File: src/rtl/sdram_refresh_sched.sv
module sdram_refresh_sched #(
  parameter int CLK_MHZ      = 125,
  parameter int REFI_NS      = 7810,
  parameter int PERIOD_MS    = 64,
  parameter int INTERVAL_CYC = CLK_MHZ * REFI_NS / 1000,
  parameter int PERIOD_CYC   = CLK_MHZ * 1000 * PERIOD_MS,
  parameter int NUM_REFRESH  = 8192,
  parameter int TRP_CYC      = 3,
  parameter int TRFC_CYC     = 9,
  parameter int DEBT_MAX     = 8,
  parameter int URGENT_LVL   = 6
) (
  input  logic clk,
  input  logic rst_n,
  input  logic banks_idle,
  input  logic grant,
  input  logic burst_mode,
  output logic ref_req,
  output logic pre_all_req,
  output logic ref_cmd,
  output logic urgent
);
  localparam int SPAN    = (PERIOD_CYC > INTERVAL_CYC) ? PERIOD_CYC : INTERVAL_CYC;
  localparam int TICK_W  = $clog2(SPAN + 1);
  localparam int OWE_TOP = (NUM_REFRESH > DEBT_MAX) ? NUM_REFRESH : DEBT_MAX;
  localparam int OWE_W   = $clog2(OWE_TOP + 1);
  localparam int WAIT_TOP = (TRP_CYC > TRFC_CYC) ? TRP_CYC : TRFC_CYC;
  localparam int WAIT_W  = $clog2(WAIT_TOP + 1);

  typedef enum logic [2:0] {S_IDLE, S_PRE, S_TRP, S_REF, S_TRFC} st_t;

  st_t               st;
  logic [TICK_W-1:0] tick;
  logic [OWE_W-1:0]  owed;
  logic [WAIT_W-1:0] cnt;

  wire [TICK_W-1:0] limit = burst_mode ? TICK_W'(PERIOD_CYC - 1) : TICK_W'(INTERVAL_CYC - 1);
  wire              wrap  = tick >= limit;

  assign ref_req     = (st == S_REF);
  assign pre_all_req = (st == S_PRE);
  assign ref_cmd     = ref_req & grant;
  assign urgent      = owed >= OWE_W'(URGENT_LVL);

  always_ff @(posedge clk) begin
    if (!rst_n) tick <= '0;
    else        tick <= wrap ? '0 : tick + 1'b1;
  end

  always_ff @(posedge clk) begin
    if (!rst_n)
      owed <= '0;
    else if (wrap && burst_mode)
      owed <= OWE_W'(NUM_REFRESH);
    else if (wrap && !ref_cmd) begin
      if (owed < OWE_W'(DEBT_MAX)) owed <= owed + 1'b1;
    end else if (!wrap && ref_cmd)
      owed <= owed - 1'b1;
  end

  always_ff @(posedge clk) begin
    if (!rst_n) begin
      st  <= S_IDLE;
      cnt <= '0;
    end else begin
      case (st)
        S_IDLE:
          if (owed != '0) st <= banks_idle ? S_REF : S_PRE;
        S_PRE:
          if (grant) begin
            st  <= S_TRP;
            cnt <= WAIT_W'(TRP_CYC - 2);
          end
        S_TRP:
          if (cnt == '0) st <= S_REF;
          else           cnt <= cnt - 1'b1;
        S_REF:
          if (grant) begin
            st  <= S_TRFC;
            cnt <= WAIT_W'(TRFC_CYC - 2);
          end
        S_TRFC:
          if (cnt == '0) st <= S_IDLE;
          else           cnt <= cnt - 1'b1;
        default: st <= S_IDLE;
      endcase
    end
  end
endmodule

File: config.mk
export PLATFORM = sky130hd
export DESIGN_NAME = sdram_refresh_sched
export DESIGN_NICKNAME = d
export VERILOG_FILES = /design/src/rtl/sdram_refresh_sched.sv
export SDC_FILE = /design/constraint.sdc
export NUM_CORES = 1
export LEC_CHECK = 0
export BUFFER_PORTS_ARGS = -buffer_cell sky130_fd_sc_hd__buf_4
export CORE_MARGIN = 2
export CORE_UTILIZATION = 42
export CTS_BUF_LIST = sky130_fd_sc_hd__clkbuf_4 sky130_fd_sc_hd__clkbuf_8
export DETAILED_ROUTE_END_ITERATION = 10
export SLEW_MARGIN = 15
export SYNTH_ARGS = -nofsm -noshare
export SYNTH_HDL_FRONTEND = slang
export SYNTH_SLANG_ARGS = --single-unit
File: constraint.sdc
create_clock -name clk -period 6.7 [get_ports clk]
set_clock_uncertainty 0.2 [all_clocks]
set_input_delay 0.335 -clock clk [delete_from_list [all_inputs] [get_ports clk]]
set_output_delay 0.335 -clock clk [all_outputs]
set_load 0.05 [all_outputs]
Word-level counts from Yosys, hierarchy flattened
Index checks and enable logic that the tools add are counted.
{ "word_totals": {"register_bits": 44, "output_inout_bits": 4, "elab_cells": 60} }
{ "op_classes": {"addsub": 4, "n_lt_le_gt_ge": 3, "n_eq_ne": 12, "n_mux": 16, "bitwise_logic": 2, "n_reduce_logical": 18} }
{ "ops": {"columns": ["op", "n"], "rows": [
  ["2-to-1 mux 14 bit", 4],
  ["adder 23 x 1 -> 23 bit, second input constant", 1],
  ["greater-or-equal comparator 23 bit", 1],
  ["2-to-1 mux 23 bit", 1],
  ["2-to-1 mux 3 bit", 5],
  ["one-hot mux 3 bit (5 select lines)", 1],
  ["adder 14 x 1 -> 14 bit, second input constant", 1],
  ["greater-or-equal comparator 14 x 3 -> 1 bit, second input constant", 1],
  ["less-than comparator 14 x 4 -> 1 bit, second input constant", 1],
  ["nonzero test 14 bit", 1],
  ["subtractor 14 x 1 -> 14 bit, second input constant", 1],
  ["2-to-1 mux 4 bit", 3],
  ["!= test 2 bit, second input constant", 6],
  ["one-hot mux 4 bit (3 select lines)", 1],
  ["equality test 3 x 2 -> 1 bit, second input constant", 2],
  ["nonzero test 3 bit", 2],
  ["OR reduction 2 bit", 3],
  ["AND reduction 5 bit", 1],
  ["zero test 4 bit", 1],
  ["AND reduction 2 bit", 2],
  ["AND reduction 4 bit", 1],
  ["subtractor 4 x 1 -> 4 bit, second input constant", 1],
  ["equality test 3 x 1 -> 1 bit, second input constant", 1],
  ["equality test 3 bit, second input constant", 1],
  ["other kinds (9)", 12]
]} }

Logic depth before layout (Yosys ltp)
{ "logic_depth": {"ltp_word": 7, "depth_mapped": 15, "ltp_nobuf": 15} }

Least setup slack after synthesis
OpenSTA, ideal clock, no wires.
{ "synth_timing": {"path_kind": "input-to-reg", "start": "input port burst_mode", "end": "register owed[11]", "setup_time_ps": 86, "t_arrival_ps": 3451, "t_required_ps": 6414, "setup_slack_ps": 2963, "path_stages": 14, "path_buffers": 0, "cell_sequence": "inv_1 -> ha_1 -> nor4b_1 -> nand2b_1 -> o21ai_4 -> nand2_1 -> ha_1 -> a211oi_1 -> o21ai_1 -> o2111a_1 -> a311o_1 -> o31ai_1 -> xor2_1 -> a211oi_1"} }
{ "synth_via": {"elab_chain_cells": 6, "word_cells_on_any_way": 11, "cone_classes": "order compare (1); eq/ne (1); mux (2); reduce/logical (7)"} }
{ "synth_rtl": {"columns": ["element", "line", "text"], "rows": [
  ["start: declaration", "17", "input logic burst_mode,"],
  ["2-to-1 mux 23 bit", "37", "wire [TICK_W-1:0] limit = burst_mode ? TICK_W'(PERIOD_CYC - 1) : TICK_W'(INTERVAL_CYC - 1);"],
  ["greater-or-equal comparator 23 bit", "38", "wire wrap = tick >= limit;"],
  ["zero test 1 bit", "57", "end else if (!wrap && ref_cmd)"],
  ["logical AND 1 bit", "57", null],
  ["nonzero test 2 bit (no source line)", null, null],
  ["AND reduction 2 bit (no source line)", null, null],
  ["end signal: assignment", "54", "owed <= OWE_W'(NUM_REFRESH);"],
  ["end signal: assignment", "56", "if (owed < OWE_W'(DEBT_MAX)) owed <= owed + 1'b1;"],
  ["end signal: assignment", "58", "owed <= owed - 1'b1;"],
  ["end: declaration", "34", "logic [OWE_W-1:0] owed;"]
]} }
Parallel ways exist; a longest one is shown, timed or not.
A chain may end at the register's enable or synchronous reset.

Final worst setup path
Same ends and word-level chain as after synthesis.

==> flow_metrics.env <==
export IMPL_combPwrFrac=0.502
export IMPL_synth_ff_latch_count=44
export IMPL_outcome="finished, final reports clean"
export IMPL_grt_usage=0.166
export IMPL_yosys_cell_count_top_type="dfxtp_1"
export IMPL_clock_sinks=44
export IMPL_antenna_cells=0
export IMPL_met3_length_um=105
export IMPL_fin_cells=430
export IMPL_synth_top_area_share=0.302
export IMPL_finalWorstSetupSlack_ns=2.68
export IMPL_initial_core_util=0.432
export IMPL_dr_pass1_iters=4
export IMPL_crit_chain="buf_4 > inv_1 > ha_1 > a21oi_1 > o21ai_0 > nor2_1 > o21ai_4 > nand2_1 > ha_1 > a211oi_1 > o21ai_1 > o2111a_1 > a311o_1 > o31ai_1 > xor2_1 > a211oi_1"
export IMPL_critPathArrivalTime_ns=3.96
export IMPL_fin_crit_sh=0.600
export IMPL_seq_area_um2=881
export IMPL_stdcell_area_um2=3150
export IMPL_crit_fanout=13
export IMPL_yosys_top_cells_area="dfxtp_1 (30%), ha_1 (10%), nor2_1 (5.1%)"
export IMPL_fin_tns_setup_ns=0
export IMPL_cap_viol_max_count=0
export IMPL_dp_slack_ns=2.39
export IMPL_wl_met1_mm=3.00
export IMPL_path_class="in2reg"
export IMPL_synth_ff_type="dfxtp_1"
export IMPL_antenna_found_initial=0
export IMPL_grt_setup_unrepaired="false"
export IMPL_slowest_stage="nand2_1"
export IMPL_end_kind="flop"
export IMPL_drc=0
export IMPL_drtIter0Drc=118
export IMPL_reg2reg_slack_ns=2.69
export IMPL_fmax_ghz=0.249
export IMPL_syn_num_nets=376
export IMPL_antenna_left=0
export IMPL_cts_repair_resized=0
export IMPL_cp_top_family="compound AO/OA/AOI/OAI gates"
export IMPL_final_layout_size_suffix_gt1_frac=0.134
export IMPL_min_to="cnt[0]"
export IMPL_viasPerCell=5.53
export IMPL_postCtsHoldBufs=0
export IMPL_fin_util=0.467
export IMPL_leakage_nw=1.20
export IMPL_intPower_mw=0.694
export IMPL_grt_pass1_vias=2292
export IMPL_setup_viol=0
export IMPL_synth_async_reset_ratio=0
export IMPL_synth_edf_count=0
export IMPL_crit_buf_inv=2
export IMPL_grt_max_degree=25
export IMPL_cts_buffers=5
export IMPL_min_delay_path_class="in2reg"
export IMPL_placed_area_um2=3030
export IMPL_ios=9
export IMPL_reg2reg_depth=13
export IMPL_worst_pin_slew_ns=1.01
export IMPL_r2r_start="tick[17]"
export IMPL_powerDensity_nw_per_um2=366
export IMPL_yosysUniqueCellTypes=56
export IMPL_top_layer="met4"
export IMPL_syn_to_final_growth_pct=8.01
export IMPL_chipWidth_um=87.4
export IMPL_synth_common_cells="dfxtp_1 (44), nor2_1 (40), ha_1 (24)"
export IMPL_ctsRootBufferMaster="clkbuf_8"
export IMPL_hp_start="rst_n"
export IMPL_grt_first_pass_wirelength_mm=10.3
export IMPL_drt_wl_total_mm=5.89
export IMPL_die_height_um=87.4
export IMPL_rows=30
export IMPL_finalHoldViolCount=0
export IMPL_synth_seq_area_share=0.302
export IMPL_rr_endpoint="owed[11]"
export IMPL_vdd_drop_max_mv=0.114
export IMPL_gp_congestion=0.814
export IMPL_htree_levels=2
export IMPL_switchingPower_mw=0.460
export IMPL_path_clk_slew_ns=0.09
export IMPL_dp_hpwl_mm=4.30
export IMPL_multi_input_area_um2=1940
export IMPL_slew_headroom=0.326
export IMPL_worstSkewPairLatency_ns=0.29
export IMPL_wl_met2_mm=2.71
export IMPL_cts_tree="yes"
export IMPL_wl_per_cell_um=13.7
export IMPL_syn_inst=346
export IMPL_required_ns=6.64
export IMPL_gr_total_overflow=0
export IMPL_slew_violations=0
export IMPL_pwr_share_clk=0.207
export IMPL_holdPathStages=2
export IMPL_nNetsFinal=380
export IMPL_cts_buffer_depth=2
export IMPL_synth_area_per_cell_um2=8.44
export IMPL_dieArea_um2=7640
export IMPL_post_cts_buffers=0
export IMPL_coreArea_um2=6760
export IMPL_yosysTopAreaCell="dfxtp_1"
export IMPL_dpl_cell_count=423
export IMPL_total_power_mw=1.15
export IMPL_fin_crit_ns=4.02
export IMPL_nFillCells=692
export IMPL_critPathLaunchType="primary input"
export IMPL_yosysWarnings=0
export IMPL_slowest_delay_ns=0.40
export IMPL_vias=2376
export IMPL_hold_ws_ns=0.162
export IMPL_sw_frac_of_total=0.398
export IMPL_portBuffers=8
export IMPL_synth_area_um2=2920
export IMPL_pwr_share_seq=0.291
final cells by class:
class | instances | area share
Clock buffer | 5 | 0.0218
Inverter | 9 | 0.0107
Sequential cell | 44 | 0.279
Multi-Input combinational cell | 281 | 0.616
Timing Repair Buffer | 9 | 0.0214
Tap cell | 80 | 0.0317
Clock inverter | 2 | 0.0190
flip-flops by register name (all words and copies together) (netlist names):
| register | flops |
|---|---|
| tick | 23 |
| owed | 14 |
| cnt | 4 |
| st | 3 |
routing by layer:
layer / GRT usage / vias to the layer above
li1: - / 1259
met1: 0.227 / 1093
met2: 0.272 / 18
met3: 0.0284 / 6
met4: 0.0350 / 0
met5: 0 / -
power by group through the flow:
| stage | clock network [mW] | registers [mW] | logic [mW] |
|---|---|---|---|
| floorplan | 0 | 0.323 | 0.493 |
| global placement | 0 | 0.342 | 0.574 |
| detailed placement | 0 | 0.342 | 0.578 |
| CTS | 0.246 | 0.336 | 0.581 |
| global route | 0.253 | 0.343 | 0.650 |
| finish | 0.239 | 0.336 | 0.579 |
cell families (layout without fill, tap and decap cells):
family | after synthesis | count (layout) | synth area share
buffers and inverters | 21 | 25 | 0.0330
adders and majority gates | 25 | 25 | 0.110
DFF | 44 | 44 | 0.302
muxes | 1 | 1 | 0.00343
AOI/OAI and AO/OA | 91 | 91 | 0.231
and+or+nand+nor | 135 | 135 | 0.234
xor gates and xnor gates | 29 | 29 | 0.0870
how the worst max path moves through the flow:
stage                          start  endpoint  slack (ns)  depth (start not counted)
after floorplan           burst_mode  owed[11]        2.96                         14
after global placement    burst_mode  owed[11]        2.49                         15
after detailed placement  burst_mode  owed[11]        2.39                         16
after CTS                   tick[17]  owed[11]        2.69                         13
after global routing        tick[17]  owed[11]        2.34                         13
final                     burst_mode  owed[11]        2.68                         16
cells in the final DEF (no fill, tap or decap), types with 3 or more instances in the layout:
cell type / count
nand2b_1: 4
a21oi_2: 10
or3_1: 5
xnor2_1: 13
and3_1: 6
nor2b_1: 6
o21a_1: 3
inv_1: 8
clkbuf_8: 5
nor2_1: 40
a21o_1: 5
nand3_1: 22
nor4b_1: 3
o21ai_2: 10
a211oi_1: 6
o21ai_0: 12
nor3b_1: 3
nor3_1: 8
a21oi_1: 19
nand2_1: 23
nand4_1: 4
o31ai_1: 3
nor4_1: 3
buf_4: 9
ha_1: 24
xor2_1: 16
dfxtp_1: 44
worst register-to-register path, stage by stage (launching register included):
cell      delay, ns
dfxtp_1        0.36
ha_1           0.30
nor4b_1        0.31
nand2b_1       0.19
o21ai_4        0.23
nand2_1        0.36
ha_1           0.43
a211oi_1       0.31
o21ai_1        0.12
o2111a_1       0.15
a311o_1        0.40
o31ai_1        0.26
xor2_1         0.17
a211oi_1       0.08
No activity file was read; power rests on OpenSTA's default activity.
